--- src/rtl/vfg_pkg.sv ---
package vfg_pkg;
    localparam int PIX_W = 13;

    localparam logic [3:0] A_STOP_LO  = 4'd0;
    localparam logic [3:0] A_STOP_HI  = 4'd1;
    localparam logic [3:0] A_START_LO = 4'd2;
    localparam logic [3:0] A_START_HI = 4'd3;
    localparam logic [3:0] A_VBS0     = 4'd4;
    localparam logic [3:0] A_VBS1     = 4'd5;
    localparam logic [3:0] A_VBL0     = 4'd6;
    localparam logic [3:0] A_VBL1     = 4'd7;
    localparam logic [3:0] A_FSTART   = 4'd8;
    localparam logic [3:0] A_MODE     = 4'd9;

    typedef struct packed {
        logic [PIX_W-1:0] act_start;
        logic [PIX_W-1:0] act_stop;
        logic [7:0]       stop_lo_sh;
        logic [7:0]       vb_start0;
        logic [7:0]       vb_start1;
        logic [7:0]       vb_len0;
        logic [7:0]       vb_len1;
        logic [7:0]       f_start;
        logic             interlace;
    } cfg_t;

    localparam cfg_t CFG_RESET = '{
        act_start:  13'h0104,
        act_stop:   13'h062C,
        stop_lo_sh: 8'h2C,
        vb_start0:  8'd5,
        vb_start1:  8'd5,
        vb_len0:    8'd30,
        vb_len1:    8'd30,
        f_start:    8'd0,
        interlace:  1'b0
    };
endpackage

--- src/rtl/vfg_regs.sv ---
module vfg_regs
    import vfg_pkg::*;
(
    input  logic       clk,
    input  logic       rst_n,
    input  logic       wr_en,
    input  logic [3:0] addr,
    input  logic [7:0] wdata,
    output cfg_t       cfg
);
    cfg_t cfg_d, cfg_q;

    always_comb begin
        cfg_d = cfg_q;
        if (wr_en) begin
            case (addr)
                A_STOP_LO:  cfg_d.stop_lo_sh = wdata;
                A_STOP_HI:  cfg_d.act_stop   = {wdata[4:0], cfg_q.stop_lo_sh};
                A_START_LO: cfg_d.act_start[7:0] = wdata;
                A_START_HI: cfg_d.act_start[PIX_W-1:8] = wdata[4:0];
                A_VBS0:     cfg_d.vb_start0 = wdata;
                A_VBS1:     cfg_d.vb_start1 = wdata;
                A_VBL0:     cfg_d.vb_len0   = wdata;
                A_VBL1:     cfg_d.vb_len1   = wdata;
                A_FSTART:   cfg_d.f_start   = wdata;
                A_MODE:     cfg_d.interlace = wdata[0];
                default: ;
            endcase
        end
    end

    always_ff @(posedge clk) begin
        if (!rst_n) cfg_q <= CFG_RESET;
        else        cfg_q <= cfg_d;
    end

    assign cfg = cfg_q;
endmodule

--- src/rtl/vfg_count.sv ---
module vfg_count
    import vfg_pkg::*;
#(
    parameter int LINE_W = 11
) (
    input  logic              clk,
    input  logic              rst_n,
    input  logic              hsync,
    input  logic              vsync,
    input  logic              interlace,
    output logic [PIX_W-1:0]  cur_pix,
    output logic [LINE_W-1:0] cur_line,
    output logic              cur_field
);
    localparam logic [PIX_W-1:0]  PIX_MAX  = '1;
    localparam logic [LINE_W-1:0] LINE_MAX = '1;

    typedef struct packed {
        logic              hs;
        logic              vs;
        logic [PIX_W-1:0]  pix;
        logic [LINE_W-1:0] line;
        logic              field;
    } cnt_t;

    cnt_t cnt_d, cnt_q;
    logic hs_edge, vs_edge;

    always_comb begin
        hs_edge = hsync && !cnt_q.hs;
        vs_edge = vsync && !cnt_q.vs;
        cnt_d    = cnt_q;
        cnt_d.hs = hsync;
        cnt_d.vs = vsync;
        if (hs_edge)                cnt_d.pix = '0;
        else if (cnt_q.pix != PIX_MAX) cnt_d.pix = cnt_q.pix + 1'b1;
        if (vs_edge)                cnt_d.line = '0;
        else if (hs_edge && cnt_q.line != LINE_MAX) cnt_d.line = cnt_q.line + 1'b1;
        if (!interlace)             cnt_d.field = 1'b0;
        else if (vs_edge)           cnt_d.field = !cnt_q.field;
    end

    always_ff @(posedge clk) begin
        if (!rst_n) begin
            cnt_q       <= '0;
            cnt_q.pix   <= PIX_MAX;
        end else begin
            cnt_q <= cnt_d;
        end
    end

    assign cur_pix   = cnt_d.pix;
    assign cur_line  = cnt_d.line;
    assign cur_field = cnt_d.field;
endmodule

--- src/rtl/vfg_flags.sv ---
module vfg_flags
    import vfg_pkg::*;
#(
    parameter int LINE_W = 11
) (
    input  logic              clk,
    input  logic              rst_n,
    input  cfg_t              cfg,
    input  logic [PIX_W-1:0]  cur_pix,
    input  logic [LINE_W-1:0] cur_line,
    input  logic              cur_field,
    input  logic              vsync,
    output logic              de,
    output logic              vbit,
    output logic              fbit,
    output logic              eav,
    output logic              fid,
    output logic              vso
);
    localparam int CW = ((LINE_W > 9) ? LINE_W : 9) + 1;

    typedef struct packed {
        logic de;
        logic vbit;
        logic fbit;
        logic eav;
        logic fid;
        logic vso;
    } flg_t;

    flg_t flg_d, flg_q;
    logic [PIX_W-1:0] span, stop_eff;
    logic             has_span;
    logic [CW-1:0]    line_x, vb_lo, vb_hi;
    logic             in_vb;

    always_comb begin
        has_span = cfg.act_stop > cfg.act_start;
        span     = cfg.act_stop - cfg.act_start;
        stop_eff = cfg.act_stop - {{(PIX_W-1){1'b0}}, span[0]};
        line_x   = CW'(cur_line);
        vb_lo    = cur_field ? CW'(cfg.vb_start1) : CW'(cfg.vb_start0);
        vb_hi    = vb_lo + (cur_field ? CW'(cfg.vb_len1) : CW'(cfg.vb_len0));
        in_vb    = (line_x >= vb_lo) && (line_x < vb_hi);

        flg_d.vbit = in_vb;
        flg_d.de   = has_span && !in_vb && (cur_pix >= cfg.act_start) && (cur_pix < stop_eff);
        flg_d.eav  = has_span && (cur_pix == stop_eff);
        flg_d.fbit = cfg.interlace && cur_field &&
                     ($signed({1'b0, line_x}) >= $signed(cfg.f_start));
        flg_d.fid  = cur_field;
        flg_d.vso  = vsync;
    end

    always_ff @(posedge clk) begin
        if (!rst_n) flg_q <= '0;
        else        flg_q <= flg_d;
    end

    assign de   = flg_q.de;
    assign vbit = flg_q.vbit;
    assign fbit = flg_q.fbit;
    assign eav  = flg_q.eav;
    assign fid  = flg_q.fid;
    assign vso  = flg_q.vso;
endmodule

--- src/rtl/vid_flag_gen.sv ---
module vid_flag_gen
    import vfg_pkg::*;
#(
    parameter int LINE_W = 11
) (
    input  logic       clk,
    input  logic       rst_n,
    input  logic       hsync_in,
    input  logic       vsync_in,
    input  logic       reg_wr_en,
    input  logic [3:0] reg_addr,
    input  logic [7:0] reg_wdata,
    output logic       de_out,
    output logic       vbit_out,
    output logic       fbit_out,
    output logic       eav_out,
    output logic       fid_out,
    output logic       vsync_out
);
    cfg_t              cfg_w;
    logic [PIX_W-1:0]  pix_w;
    logic [LINE_W-1:0] line_w;
    logic              field_w;

    vfg_regs u_regs (
        .clk   (clk),
        .rst_n (rst_n),
        .wr_en (reg_wr_en),
        .addr  (reg_addr),
        .wdata (reg_wdata),
        .cfg   (cfg_w)
    );

    vfg_count #(.LINE_W(LINE_W)) u_count (
        .clk       (clk),
        .rst_n     (rst_n),
        .hsync     (hsync_in),
        .vsync     (vsync_in),
        .interlace (cfg_w.interlace),
        .cur_pix   (pix_w),
        .cur_line  (line_w),
        .cur_field (field_w)
    );

    vfg_flags #(.LINE_W(LINE_W)) u_flags (
        .clk       (clk),
        .rst_n     (rst_n),
        .cfg       (cfg_w),
        .cur_pix   (pix_w),
        .cur_line  (line_w),
        .cur_field (field_w),
        .vsync     (vsync_in),
        .de        (de_out),
        .vbit      (vbit_out),
        .fbit      (fbit_out),
        .eav       (eav_out),
        .fid       (fid_out),
        .vso       (vsync_out)
    );
endmodule

--- config.mk ---
export PLATFORM = sky130hd
export DESIGN_NAME = vid_flag_gen
export DESIGN_NICKNAME = d
export VERILOG_FILES = /design/src/rtl/vfg_pkg.sv /design/src/rtl/vfg_regs.sv /design/src/rtl/vfg_count.sv /design/src/rtl/vfg_flags.sv /design/src/rtl/vid_flag_gen.sv
export SDC_FILE = /design/constraint.sdc
export NUM_CORES = 1
export LEC_CHECK = 0
export ABC_CLOCK_PERIOD_IN_PS = 9350
export CORE_ASPECT_RATIO = 1.25
export CORE_UTILIZATION = 50
export CTS_CLUSTER_SIZE = 25
export DETAILED_ROUTE_END_ITERATION = 10
export HOLD_SLACK_MARGIN = 0.06
export PLACE_DENSITY = 0.67
export SLEW_MARGIN = 10
export SYNTH_ARGS = -nofsm -noshare
export SYNTH_HDL_FRONTEND = slang
export SYNTH_HIERARCHICAL = 1
export SYNTH_SLANG_ARGS = --single-unit
--- constraint.sdc ---
create_clock -name clk -period 9.35 [get_ports clk]
set_clock_uncertainty 0.2 [all_clocks]
set_input_delay 1.87 -clock clk [delete_from_list [all_inputs] [get_ports clk]]
set_output_delay 1.87 -clock clk [all_outputs]
set_load 0.03 [all_outputs]
Yosys cells after proc, flatten, opt, wreduce, memory -nomap -nowiden --
Index checks and enable logic that the tools add are counted.
Cells by class: divide/modulo/power cells 0, eq/ne operators 12, mux-type cells 8, order comparisons 6, bitwise operators 0, shift-type cells 0, reductions and logical operators 25, add/subtract/negate cells 5, multipliers 0
Operators by type and width (number):
- 2-to-1 mux 13 bit | 2
- 2-to-1 mux 11 bit | 2
- AND reduction 2 bit | 10
- == test 4 x 3 -> 1 bit, second input constant | 4
- 2-to-1 mux 8 bit | 2
- adder 13 x 1 -> 13 bit, second input constant | 1
- == test 13 bit | 1
- greater-or-equal comparator 13 bit | 1
- greater-than comparator 13 bit | 1
- < comparator 13 bit | 1
- != test 13 bit, second input constant | 1
- subtractor 13 x 1 -> 13 bit | 1
- adder 12 bit | 1
- greater-or-equal comparator 11 x 12 -> 1 bit | 1
- greater-or-equal comparator 12 x 8 -> 1 bit | 1
- < comparator 11 x 12 -> 1 bit | 1
- adder 11 x 1 -> 11 bit, second input constant | 1
- != test 11 bit, second input constant | 1
- logical AND 1 bit | 10
- == test 4 x 2 -> 1 bit, second input constant | 2
- == test 4 bit, second input constant | 2
- == test 4 x 1 -> 1 bit, second input constant | 1
- logical NOT 1 bit | 4
- logical NOT 4 bit | 1
- 2 further kinds | 3
Storage, ports and cells: output and inout port bits 6, logic and storage cells 75, memory bits (writable) 0, input bits 17, memories 0, ROM bits 0, register bits after elaboration 106, bits in latches 0

Logic depth before layout (Yosys ltp) --
Gate-level depths: netlist of the first run.
depth after elaboration 12, gate-level depth with buffers 19, gate-level depth less buffers 17

Hierarchy --
Netlist of the first run, hierarchy kept.
By module, submodules not included:
- vfg_regs | cells each 286, seq. area each 1501.4 um^2, area each 2881.5 um^2, instances 1
- vfg_flags | cells each 288, seq. area each 120.1 um^2, area each 2332.2 um^2, instances 1
- vfg_count | cells each 178, seq. area each 540.5 um^2, area each 1441.4 um^2, instances 1

Least setup slack after synthesis of the first run --
No wires, ideal clock.
path type input to register, start point input port vsync_in, end point register u_flags.flg_q (netlist bit u_flags/de), arrival 5.419 ns, cell stages on the path 19, library setup time 0.124 ns, buffers on the path 2, data required time 9.026 ns, slack 3.607 ns, cells stage by stage nand2b_1 -> xnor2_1 -> and2_1 -> clkbuf_1 -> buf_2 -> mux2i_1 -> inv_1 -> fa_1 -> a21o_1 -> a21oi_1 -> nor2_1 -> o31ai_1 -> o2bb2ai_1 -> ha_1 -> a2111o_1 -> a31oi_1 -> o21ai_0 -> a31oi_1 -> nor4_1
On the way: longest elaborated chain between the ends 11, elaborated cells between the ends (all ways) 14, those cells by class 1 x add/sub; 2 x order compare; 5 x mux; 6 x reduce/logical
Ends and longest elaborated chain:
- start: declaration | RTL line vid_flag_gen.sv:9 | input logic vsync_in,
- logical AND 1 bit (*) | RTL line vfg_count.sv:31 | vs_edge = vsync && !cnt_q.vs;
- 2-to-1 mux 1 bit (*) | RTL line vfg_count.sv:40 | else if (vs_edge) cnt_d.field = !cnt_q.field;
- 2-to-1 mux 1 bit (*) | RTL line vfg_count.sv:39 | if (!interlace) cnt_d.field = 1'b0;
- via field_w | RTL line vid_flag_gen.sv:23 | logic field_w;
- 2-to-1 mux 8 bit, on equally long branches | RTL line vfg_flags.sv:42, vfg_flags.sv:43
- adder 12 bit | RTL line vfg_flags.sv:43 | vb_hi = vb_lo + (cur_field ? CW'(cfg.vb_len1) : CW'(cfg.vb_len0));
- < comparator 11 x 12 -> 1 bit | RTL line vfg_flags.sv:44 | in_vb = (line_x >= vb_lo) && (line_x < vb_hi);
- logical AND 1 bit (*) | RTL line vfg_flags.sv:44
- logical NOT 1 bit (*) | RTL line vfg_flags.sv:47 | flg_d.de = has_span && !in_vb && (cur_pix >= cfg.act_start) && (cur_pix < stop_eff);
- logical AND 1 bit (*) (3 in series) | RTL line vfg_flags.sv:47
- end signal: assignment | RTL line vfg_flags.sv:57 | else flg_q <= flg_d;
- end: declaration | RTL line vfg_flags.sv:31 | flg_t flg_d, flg_q;
Mark *: on every way through the listed nets, which the timed path passes. The rest lies on a longest branch. A chain may end at the register's enable or synchronous reset.

Final worst setup path of the first run --
Ends and elaborated chain as after synthesis.

==> qor.csv, run 1 <==
metric;value;unit
RSZ-0062 raised after global routing;no;
relative slew slack;0.365;
Setup crit end;u_flags/de;
Async S/R FF share, synth;0;
Critical Path Start;vsync_in;
sw power;0.000283;W
IO buf count;22;
DR WL/cell;16.0;µm
Die X;105;µm
share of the synthesized area in the top cell type;0.325;
min Tclk post-route;6.73;ns
internal cell power;0.000740;W
Max IR drop VDD;0.0832;mV
post-synthesis sequential area ratio;0.325;
area leader, netlist;dfxtp_1;
dpl ws;2.27;ns
Slew @ Worst Pin;0.953;ns
Startpoint Class;input port;
Total Routing Usage GR;0.229;
FILL cells;1157;
GR Overflow Total;0;
Flop pwr share;0.471;
initial antenna violation count;0;
# diodes;0;
Arr. time, crit path;6.77;ns
Total Neg Setup Slack;0;ns
Clock Tree Root;clkbuf_16;
PnR worst setup slack;2.62;ns
Core ar.;12800;µm²
Vias;5245;
chip height;131;µm
Leakage Power;3.17;nW
CTS tree;yes;
Nets;855;
largest net degree at the start of global routing;104;
DRT iter0 DRCs;228;
row count;46;
Pwr Density;141;nW/µm²
Clk pwr share;0.399;
Hold-fix buffers, CTS;0;
CP Capture Type;flop;
footprint of the multi-input gates;4200;µm²
critical path's slowest cell;and2_1;
cts repair resizes;0;
Worst R2R End;u_flags/de;
Routed Antenna Nets;0;
cells on worst reg2reg path;17;
Clock transition at path regs;0.08;ns
Num CTS Buffers;9;
Post-CTS Setup Repair Bufs;0;
clock insertion delay at the later pin of the skew report;0.35;ns
Crit Path Category;in2reg;
Fin. Hold Viols;0;
outcome;finished, final reports clean;
Total Wirelength;15000;µm
first-pass GRT wire length;24700;µm
Area after DPL;6940;µm²
vias in the first global route;5156;
Syn Nets;847;
Max Clock Freq;149;MHz
Hold Crit Class;reg2reg;
Worst R2R Start;u_count/cnt_q[25];
Register Area;2160;µm²
Cells after Synth;752;
main flop type after synthesis;dfxtp_1;
DR DRC count;0;
critical-path cell list;clkdlybuf4s50_1 > nand2b_1 > xnor2_1 > and2_1 > mux2_2 > ha_1 > fa_1 > a21o_1 > a21oi_1 > nor2_1 > o31ai_1 > o2bb2ai_1 > ha_1 > a2111o_1 > a31oi_1 > o21ai_0 > a31oi_1 > nor4_1;
GPL Wtd Cong;0.853;
warnings from Yosys;6;
top post-synthesis cells by area;dfxtp_1 (32%), ha_1 (14%), mux2i_1 (11%);
Pins Over Slew Limit;0;
drt first pass iters;4;
sw frac;0.276;
top-count cell post-synth;dfxtp_1;
Vias per Instance;5.62;
Max clock buf depth;2;
Initial Util;0.519;
Stages on worst setup path;18;
I/O pins;23;
worst path bufs/invs;1;
Reg2Reg Setup Slack;4.25;ns
H-tree Lvls;3;
max_cap viols;0;
Slowest Stage Delay on Critical Path;0.75;ns
Layout area overhead;9.02;%
Netlist cell types;61;
number of synthesized flops with an enable pin;0;
Synth top cells by count;dfxtp_1 (108), nand2_1 (101), ha_1 (77), mux2i_1 (74), a21oi_1 (48);
mapped cell area;6660;µm²
synthesized flop and latch total;108;
final setup vio count;0;
Crit Path Max Fanout;17;
Comb pwr share;0.130;
final worst-path cycle share;0.720;
HPWL Detailed;11300;µm
critical path required time;9.38;ns
clk sinks;108;
area of the die;13800;µm²
Avg Cell Area, Syn;8.85;µm²
share of cells above drive strength 1;0.0575;
final instance area;7260;µm²
cell family with most CP delay;compound AO/OA/AOI/OAI gates;
## layout by cell type, fill, tap and decap left out, drive strengths merged, types with 5 or more instances in the layout
master,count
dfxtp,108
nand2,105
ha,77
mux2i,74
a21oi,48
inv,41
nor2,31
o21ai,27
nand3,23
nor2b,22
clkdlybuf4s50,21
nand2b,20
xnor2,13
nor3,12
a31oi,10
and2,10
clkbuf,9
nor4,9
mux2,9
or3,9
o31ai,8
xor2,7
a211oi,6
o211ai,6
and3,6
and4,6
nand4,5
## sequential cells by signal, summed over array words and instances (netlist names)
register	count
u_count/cnt_q	27
u_flags/de	1
u_flags/eav	1
u_flags/fbit	1
u_flags/fid	1
u_flags/vbit	1
u_flags/vso	1
u_regs/cfg	75
## power by group through the flow
stage,Clock [W],Combinational [W],Sequential [W]
2_1_floorplan,0,0.0000960,0.000491
3_3_place_gp,0,0.000127,0.000492
3_5_place_dp,0,0.000133,0.000492
4_1_cts,0.000418,0.000134,0.000481
5_1_grt,0.000437,0.000151,0.000483
6_report,0.000408,0.000133,0.000482
## metal layers
layer / vias to the layer above / GRT usage / part of all wire
li1: 2691 / - / -
met1: 2449 / 0.283 / 0.47
met2: 85 / 0.409 / 0.49
met3: 20 / 0.0223 / 0.023
met4: 0 / 0.0969 / 0.019
met5: - / 0 / 0
## layout make-up
cell class / count / share of cell area
Clock inverter: 7 / 0.0126
Tap cell: 168 / 0.0290
Clock buffer: 9 / 0.0310
Inverter: 37 / 0.0191
Sequential cell: 108 / 0.298
Timing Repair Buffer: 24 / 0.0317
Multi-Input combinational cell: 580 / 0.579
## worst min-delay path by stage
stage,depth (start not counted),to,slack [ns],from
detailed placement,2,u_regs/cfg[16],0.25,u_regs/cfg[16]
global placement,2,u_regs/cfg[73],0.25,u_regs/cfg[73]
finish,2,u_regs/cfg[72],0.26,u_regs/cfg[72]
floorplan,2,u_regs/cfg[71],0.23,u_regs/cfg[71]
CTS,2,u_regs/cfg[72],0.26,u_regs/cfg[72]
global route,2,u_regs/cfg[72],0.27,u_regs/cfg[72]
## metrics by stage
step                hold WS (ns)  cells  total power, W   util
floorplan                  0.235    752        0.000587      -
global placement           0.247    917        0.000619  0.541
detailed placement         0.250    917        0.000625  0.541
CTS                        0.262    933         0.00103  0.565
global route               0.274    933         0.00107  0.565
finish                     0.261    933         0.00102  0.565
## kinds of logic after synthesis
kind of cell / share of synthesized area
buf+inv: 0.0444
xor+xnor: 0.0263
flops: 0.325
simple gates: 0.210
mux: 0.127
compound gates: 0.120
fa+ha+maj: 0.148
## worst min-delay path, stage by stage, from the launching register on
cell,delay (ns)
dfxtp_1,0.31
nand2_1,0.05
mux2i_1,0.05
No activity file was read; power rests on OpenSTA's default activity.
==> run 2: changes to the inputs <==
--- a/config.mk
+++ b/config.mk
@@ -5,7 +5,7 @@
 export SDC_FILE = /design/constraint.sdc
 export NUM_CORES = 1
 export LEC_CHECK = 0
-export ABC_CLOCK_PERIOD_IN_PS = 9350
+export ABC_CLOCK_PERIOD_IN_PS = 6700
 export CORE_ASPECT_RATIO = 1.25
 export CORE_UTILIZATION = 50
 export CTS_CLUSTER_SIZE = 25
==> constraint.sdc (replaced) <==
create_clock -name clk -period 6.7 [get_ports clk]
set_clock_uncertainty 0.2 [all_clocks]
set_input_delay 1.34 -clock clk [delete_from_list [all_inputs] [get_ports clk]]
set_output_delay 1.34 -clock clk [all_outputs]
set_load 0.03 [all_outputs]
==> run 2 against run 1 <==
Compared with the run above:
- first-iteration DRC count up 16%
- design area grew 0.22%
- critical path depth grew 1
- die area did not move
- count of clock-buffer cells in the layout grew 1
- final cell count increased by 0.21%
- non-clock buffer count up 2
- sequential power is 39% higher
- core utilization grew 0.13 points
- critical endpoint unchanged
==> qor.csv, run 2 (synthesized netlist as in run 1, its figures left out) <==
metric;value;unit
cell family with most CP delay;compound AO/OA/AOI/OAI gates;
Nets;857;
final worst-path cycle share;0.853;
outcome;finished, final reports clean;
RSZ-0062 raised after global routing;no;
# diodes;0;
Arr. time, crit path;5.72;ns
footprint of the multi-input gates;4200;µm²
Post-CTS Setup Repair Bufs;0;
critical-path cell list;clkdlybuf4s50_1 > nand2b_1 > xnor2_1 > and2_1 > buf_4 > mux2i_1 > inv_1 > fa_1 > a21o_1 > a21oi_1 > nor2_1 > o31ai_1 > o2bb2ai_1 > ha_1 > a2111o_1 > a31oi_1 > o21ai_0 > a31oi_1 > nor4_1;
Vias per Instance;5.68;
Worst R2R End;u_flags/de;
Pwr Density;196;nW/µm²
internal cell power;0.00104;W
Max IR drop VDD;0.120;mV
Setup crit end;u_flags/de;
Clock transition at path regs;0.08;ns
Clk pwr share;0.396;
sw frac;0.269;
critical path required time;6.71;ns
Hold-fix buffers, CTS;0;
final setup vio count;0;
min Tclk post-route;5.71;ns
hold_ws;0.268;ns
Critical Path Start;vsync_in;
Clock Tree Root;clkbuf_16;
I/O pins;23;
GPL Wtd Cong;0.857;
Stages on worst setup path;19;
CP Capture Type;flop;
Slew @ Worst Pin;0.846;ns
Die X;105;µm
DRT iter0 DRCs;264;
Total Routing Usage GR;0.228;
Hold Crit Class;reg2reg;
Worst R2R Start;u_count/cnt_q[25];
Register Area;2160;µm²
Max Clock Freq;175;MHz
initial antenna violation count;0;
cells on worst reg2reg path;18;
Crit Path Category;in2reg;
chip height;131;µm
FILL cells;1176;
Startpoint Class;input port;
Slowest Stage Delay on Critical Path;0.51;ns
sw power;0.000384;W
max FFs per register;75;
relative slew slack;0.435;
cts repair resizes;0;
Leakage Power;3.18;nW
H-tree Lvls;3;
Fin. Hold Viols;0;
vias in the first global route;5309;
share of cells above drive strength 1;0.0600;
drt first pass iters;5;
IO buf count;22;
Reg2Reg Setup Slack;2.12;ns
commonest non-fill, non-tap cell in the layout;dfxtp_1;
Total Neg Setup Slack;0;ns
Layout area overhead;9.27;%
DR WL/cell;16.2;µm
Core ar.;12800;µm²
Total Wirelength;15200;µm
Vias;5308;
Pins Over Slew Limit;0;
clock insertion delay at the later pin of the skew report;0.35;ns
largest net degree at the start of global routing;44;
CTS tree;yes;
GR Overflow Total;0;
clk sinks;108;
row count;46;
worst path bufs/invs;3;
Num CTS Buffers;9;
Flop pwr share;0.472;
first-pass GRT wire length;25000;µm
DR DRC count;0;
area of the die;13800;µm²
max_cap viols;0;
Routed Antenna Nets;0;
critical path's slowest cell;clkdlybuf4s50_1;
Comb pwr share;0.132;
CP dominant cell by count;a31oi_1;
HPWL Detailed;11700;µm
Crit Path Max Fanout;15;
Initial Util;0.519;
commonest cells after routing, fill and taps aside;dfxtp_1 (108), nand2_1 (101), ha_1 (77);
Max clock buf depth;2;
run 2: per-layer routing:
metal,vias up,global-route usage,wire length (µm)
li1,2697,-,-
met1,2481,0.283,7040
met2,99,0.403,7190
met3,31,0.0283,525
met4,0,0.0928,415
met5,-,0,0
run 2: final cells by class:
class                      instances  area share
timing repair buffer              26      0.0337
sequential                       108       0.297
inverter                          37      0.0191
tap                              168      0.0289
multi-input combinational        580       0.577
clock buffer                      10      0.0329
clock inverter                     6      0.0108
run 2: worst min-delay path by stage:
stage / start / slack, ns / to / cells after the start
after floorplan: u_regs/cfg[71] / 0.23 / u_regs/cfg[71] / 2
after global placement: u_regs/cfg[73] / 0.25 / u_regs/cfg[73] / 2
after detailed placement: u_regs/cfg[28] / 0.25 / u_regs/cfg[28] / 2
after CTS: u_regs/cfg[67] / 0.27 / u_regs/cfg[67] / 2
after global routing: u_regs/cfg[74] / 0.29 / u_regs/cfg[74] / 2
final: u_regs/cfg[6] / 0.27 / u_regs/cfg[6] / 2
run 2: stage by stage:
step | setup WS (ns) | instances | instance area (µm²) | utilization | total power, W
after CTS | 1.06 | 935 | 7270 | 0.567 | 0.00144
final | 0.987 | 935 | 7270 | 0.567 | 0.00142
after floorplan | 1.49 | 752 | 6660 | - | 0.000819
after detailed placement | 0.693 | 919 | 6950 | 0.542 | 0.000874
after global placement | 0.805 | 919 | 6950 | 0.542 | 0.000864
after global routing | 0.736 | 935 | 7270 | 0.567 | 0.00149
run 2: power groups by stage:
stage | logic, W | clock network (W) | registers (W)
3_5_place_dp | 0.000187 | 0 | 0.000687
6_report | 0.000188 | 0.000564 | 0.000672
3_3_place_gp | 0.000178 | 0 | 0.000686
2_1_floorplan | 0.000134 | 0 | 0.000685
4_1_cts | 0.000188 | 0.000576 | 0.000672
5_1_grt | 0.000210 | 0.000601 | 0.000675
run 2: tightest hold or removal path, stage by stage (launching register included):
cell	delay, ns
dfxtp_1	0.32
nand2_1	0.05
mux2i_1	0.05
==> run 3: changes to the inputs <==
--- a/config.mk
+++ b/config.mk
@@ -5,7 +5,9 @@
 export SDC_FILE = /design/constraint.sdc
 export NUM_CORES = 1
 export LEC_CHECK = 0
+export ABC_AREA = 1
 export ABC_CLOCK_PERIOD_IN_PS = 6700
+export CAP_MARGIN = 20
 export CORE_ASPECT_RATIO = 1.25
 export CORE_UTILIZATION = 50
 export CTS_CLUSTER_SIZE = 25
==> run 3 against run 2 <==
Compared with the run above:
- clock power shrank 6.9%
- worst hold slack worse by 0.0061 ns
- sequential power rose by 1%
- non-clock buffer count shrank 1
- setup slack better by 0.096 ns
- core utilization decreased by 0.44 points
- register-to-register slack better by 0.18 ns
- critical path type unchanged
==> qor.csv, run 3 <==
metric;value;unit
outcome;finished, final reports clean;
GR peak layer;met2;
synthesized flop and latch total;108;
vias in the first global route;5678;
critical path's slowest cell;clkdlybuf4s50_1;
fin cells;1281;
drt first pass iters;5;
max_cap viols;0;
main flop type after synthesis;dfxtp_1;
Post-Route Utilization;0.562;
Synth top cells by count;nand2_1 (323), nor2_1 (169), inv_1 (134), dfxtp_1 (108), ha_1 (77);
Arr. time, crit path;5.67;ns
DR DRC count;0;
initial antenna violation count;0;
routing usage on met2;0.373;
IO buf count;22;
Vias per Instance;5.00;
Startpoint Class;input port;
Max IR drop VDD;0.127;mV
Pins Over Slew Limit;0;
Clock Tree Root;clkbuf_16;
mapped cell area;7260;µm²
Vias;6407;
min Tclk post-route;5.62;ns
row count;48;
GR Overflow Total;0;
Syn Nets;1188;
share of the synthesized area in the top cell type;0.298;
Cells after Synth;1093;
Fin. Hold Viols;0;
first-pass GRT wire length;27000;µm
clk sinks;108;
dpl cells;1265;
Routed Antenna Nets;0;
Total Neg Setup Slack;0;ns
final setup vio count;0;
commonest non-fill, non-tap cell in the layout;nand2_1;
clock insertion delay at the later pin of the skew report;0.36;ns
largest net degree at the start of global routing;92;
relative slew slack;0.347;
critical path required time;6.75;ns
Total Routing Usage GR;0.231;
area leader, netlist;dfxtp_1;
top post-synthesis cells by area;dfxtp_1 (30%), nand2_1 (17%), ha_1 (13%);
Avg Cell Area, Syn;6.65;µm²
post-synthesis sequential area ratio;0.298;
Post-CTS Setup Repair Bufs;0;
RSZ-0062 raised after global routing;no;
Total Wirelength;16200;µm
Core ar.;14000;µm²
number of synthesized flops with an enable pin;0;
Slowest Stage Delay on Critical Path;0.50;ns
area of the die;15000;µm²
H-tree Lvls;3;
Netlist cell types;42;
Pwr Density;188;nW/µm²
cts repair resizes;0;
Nets;1196;
met1 Use GR;0.318;
Slew @ Worst Pin;0.980;ns
Clock transition at path regs;0.07;ns
Async S/R FF share, synth;0;
Initial Util;0.519;
commonest cells after routing, fill and taps aside;nand2_1 (323), nor2_1 (169), inv_1 (134);
I/O pins;23;
Max clock buf depth;2;
CP dominant cell by count;nand2_1;
Die X;110;µm
dpl ws;0.712;ns
HPWL Detailed;12500;µm
Hold-fix buffers, CTS;0;
# diodes;0;
PnR worst setup slack;1.08;ns
warnings from Yosys;6;
GPL Wtd Cong;0.854;
Crit Path Max Fanout;18;
Crit Path Category;in2reg;
top-count cell post-synth;nand2_1;
Num CTS Buffers;9;
chip height;137;µm
CTS tree;yes;
DR WL/cell;12.7;µm
Leakage Power;3.89;nW
GR Layer Usage met3;0.0257;
Hold Crit Class;reg2reg;
Layout area overhead;8.32;%
share of cells above drive strength 1;0.0660;
CP Capture Type;flop;
max FFs per register;75;
final worst-path cycle share;0.838;
Max Clock Freq;178;MHz
DRT iter0 DRCs;314;
run 3: cell count changes after synthesis, moves of 9 or more:
cell      previous run  this run
nand2_1            101       323
a21oi_1             48        31
nand4_1              4        33
nor2_1              31       169
nor2b_1             22         0
nor2_2               0        12
inv_1               37       134
nand3_1             22        71
o21ai_0             27        16
and2_1              10         0
a31oi_1             10         1
nand2b_1            20         0
mux2_2               9         0
mux2i_1             74         0
run 3: path summary, 6_finish.rpt:
check	start	end	slack, ns	cells past startpoint
setup / recovery	vsync_in	u_flags/de	1.08	29
hold / removal	u_regs/cfg[19]	u_regs/cfg[19]	0.26	2
setup reg to reg	u_count/cnt_q[25]	u_flags/de	2.30	27
hold reg to reg	u_regs/cfg[19]	u_regs/cfg[19]	0.26	2
run 3: per-stage QoR:
| stage | area [µm²] | total power (W) | hold WS (ns) |
|---|---|---|---|
| 5_1_grt | 7870 | 0.00157 | 0.292 |
| 2_1_floorplan | 7260 | 0.000898 | 0.221 |
| 3_3_place_gp | 7570 | 0.000963 | 0.241 |
| 3_5_place_dp | 7570 | 0.000967 | 0.244 |
| 6_report | 7870 | 0.00148 | 0.262 |
| 4_1_cts | 7870 | 0.00149 | 0.263 |
run 3: logic make-up (layout without fill, tap and decap cells):
kind of cell,Yosys count,count (layout),share of synthesized area
DFF,108,108,0.298
buffers and inverters,167,180,0.0927
and+or+nand+nor,659,659,0.403
AOI/OAI and AO/OA,57,57,0.0420
xor gates and xnor gates,24,24,0.0289
adders and majority gates,78,78,0.135
run 3: where the power goes:
part | switching (W) | total, W | internal, W
Combinational | 0.000174 | 0.000272 | 0.0000986
Clock | 0.000261 | 0.000525 | 0.000264
Sequential | 0.0000177 | 0.000680 | 0.000662
run 3: worst max-delay path: cells and delay by family:
| kind | cells | cell delay [ns] |
|---|---|---|
| and+or+nand+nor | 17 | 1.84 |
| buffers and inverters | 7 | 1.31 |
| adders and majority gates | 2 | 0.73 |
| AOI/OAI and AO/OA | 2 | 0.27 |
| xor gates and xnor gates | 1 | 0.16 |
run 3: per-layer routing:
| layer | vias to the layer above | wire length, µm |
|---|---|---|
| met3 | 17 | 505 |
| li1 | 3471 | - |
| met1 | 2818 | 8020 |
| met4 | 0 | 297 |
| met5 | - | 0 |
| met2 | 101 | 7390 |
run 3: layout make-up:
| type | instances | area, µm² |
|---|---|---|
| clock buffers | 10 | 229 |
| clock inverters | 6 | 65.1 |
| fillers | 1409 | 6130 |
| inverters | 139 | 522 |
| multi-input cells | 818 | 4430 |
| flip-flops and latches | 108 | 2160 |
| well taps | 175 | 219 |
| repair buffers | 25 | 238 |
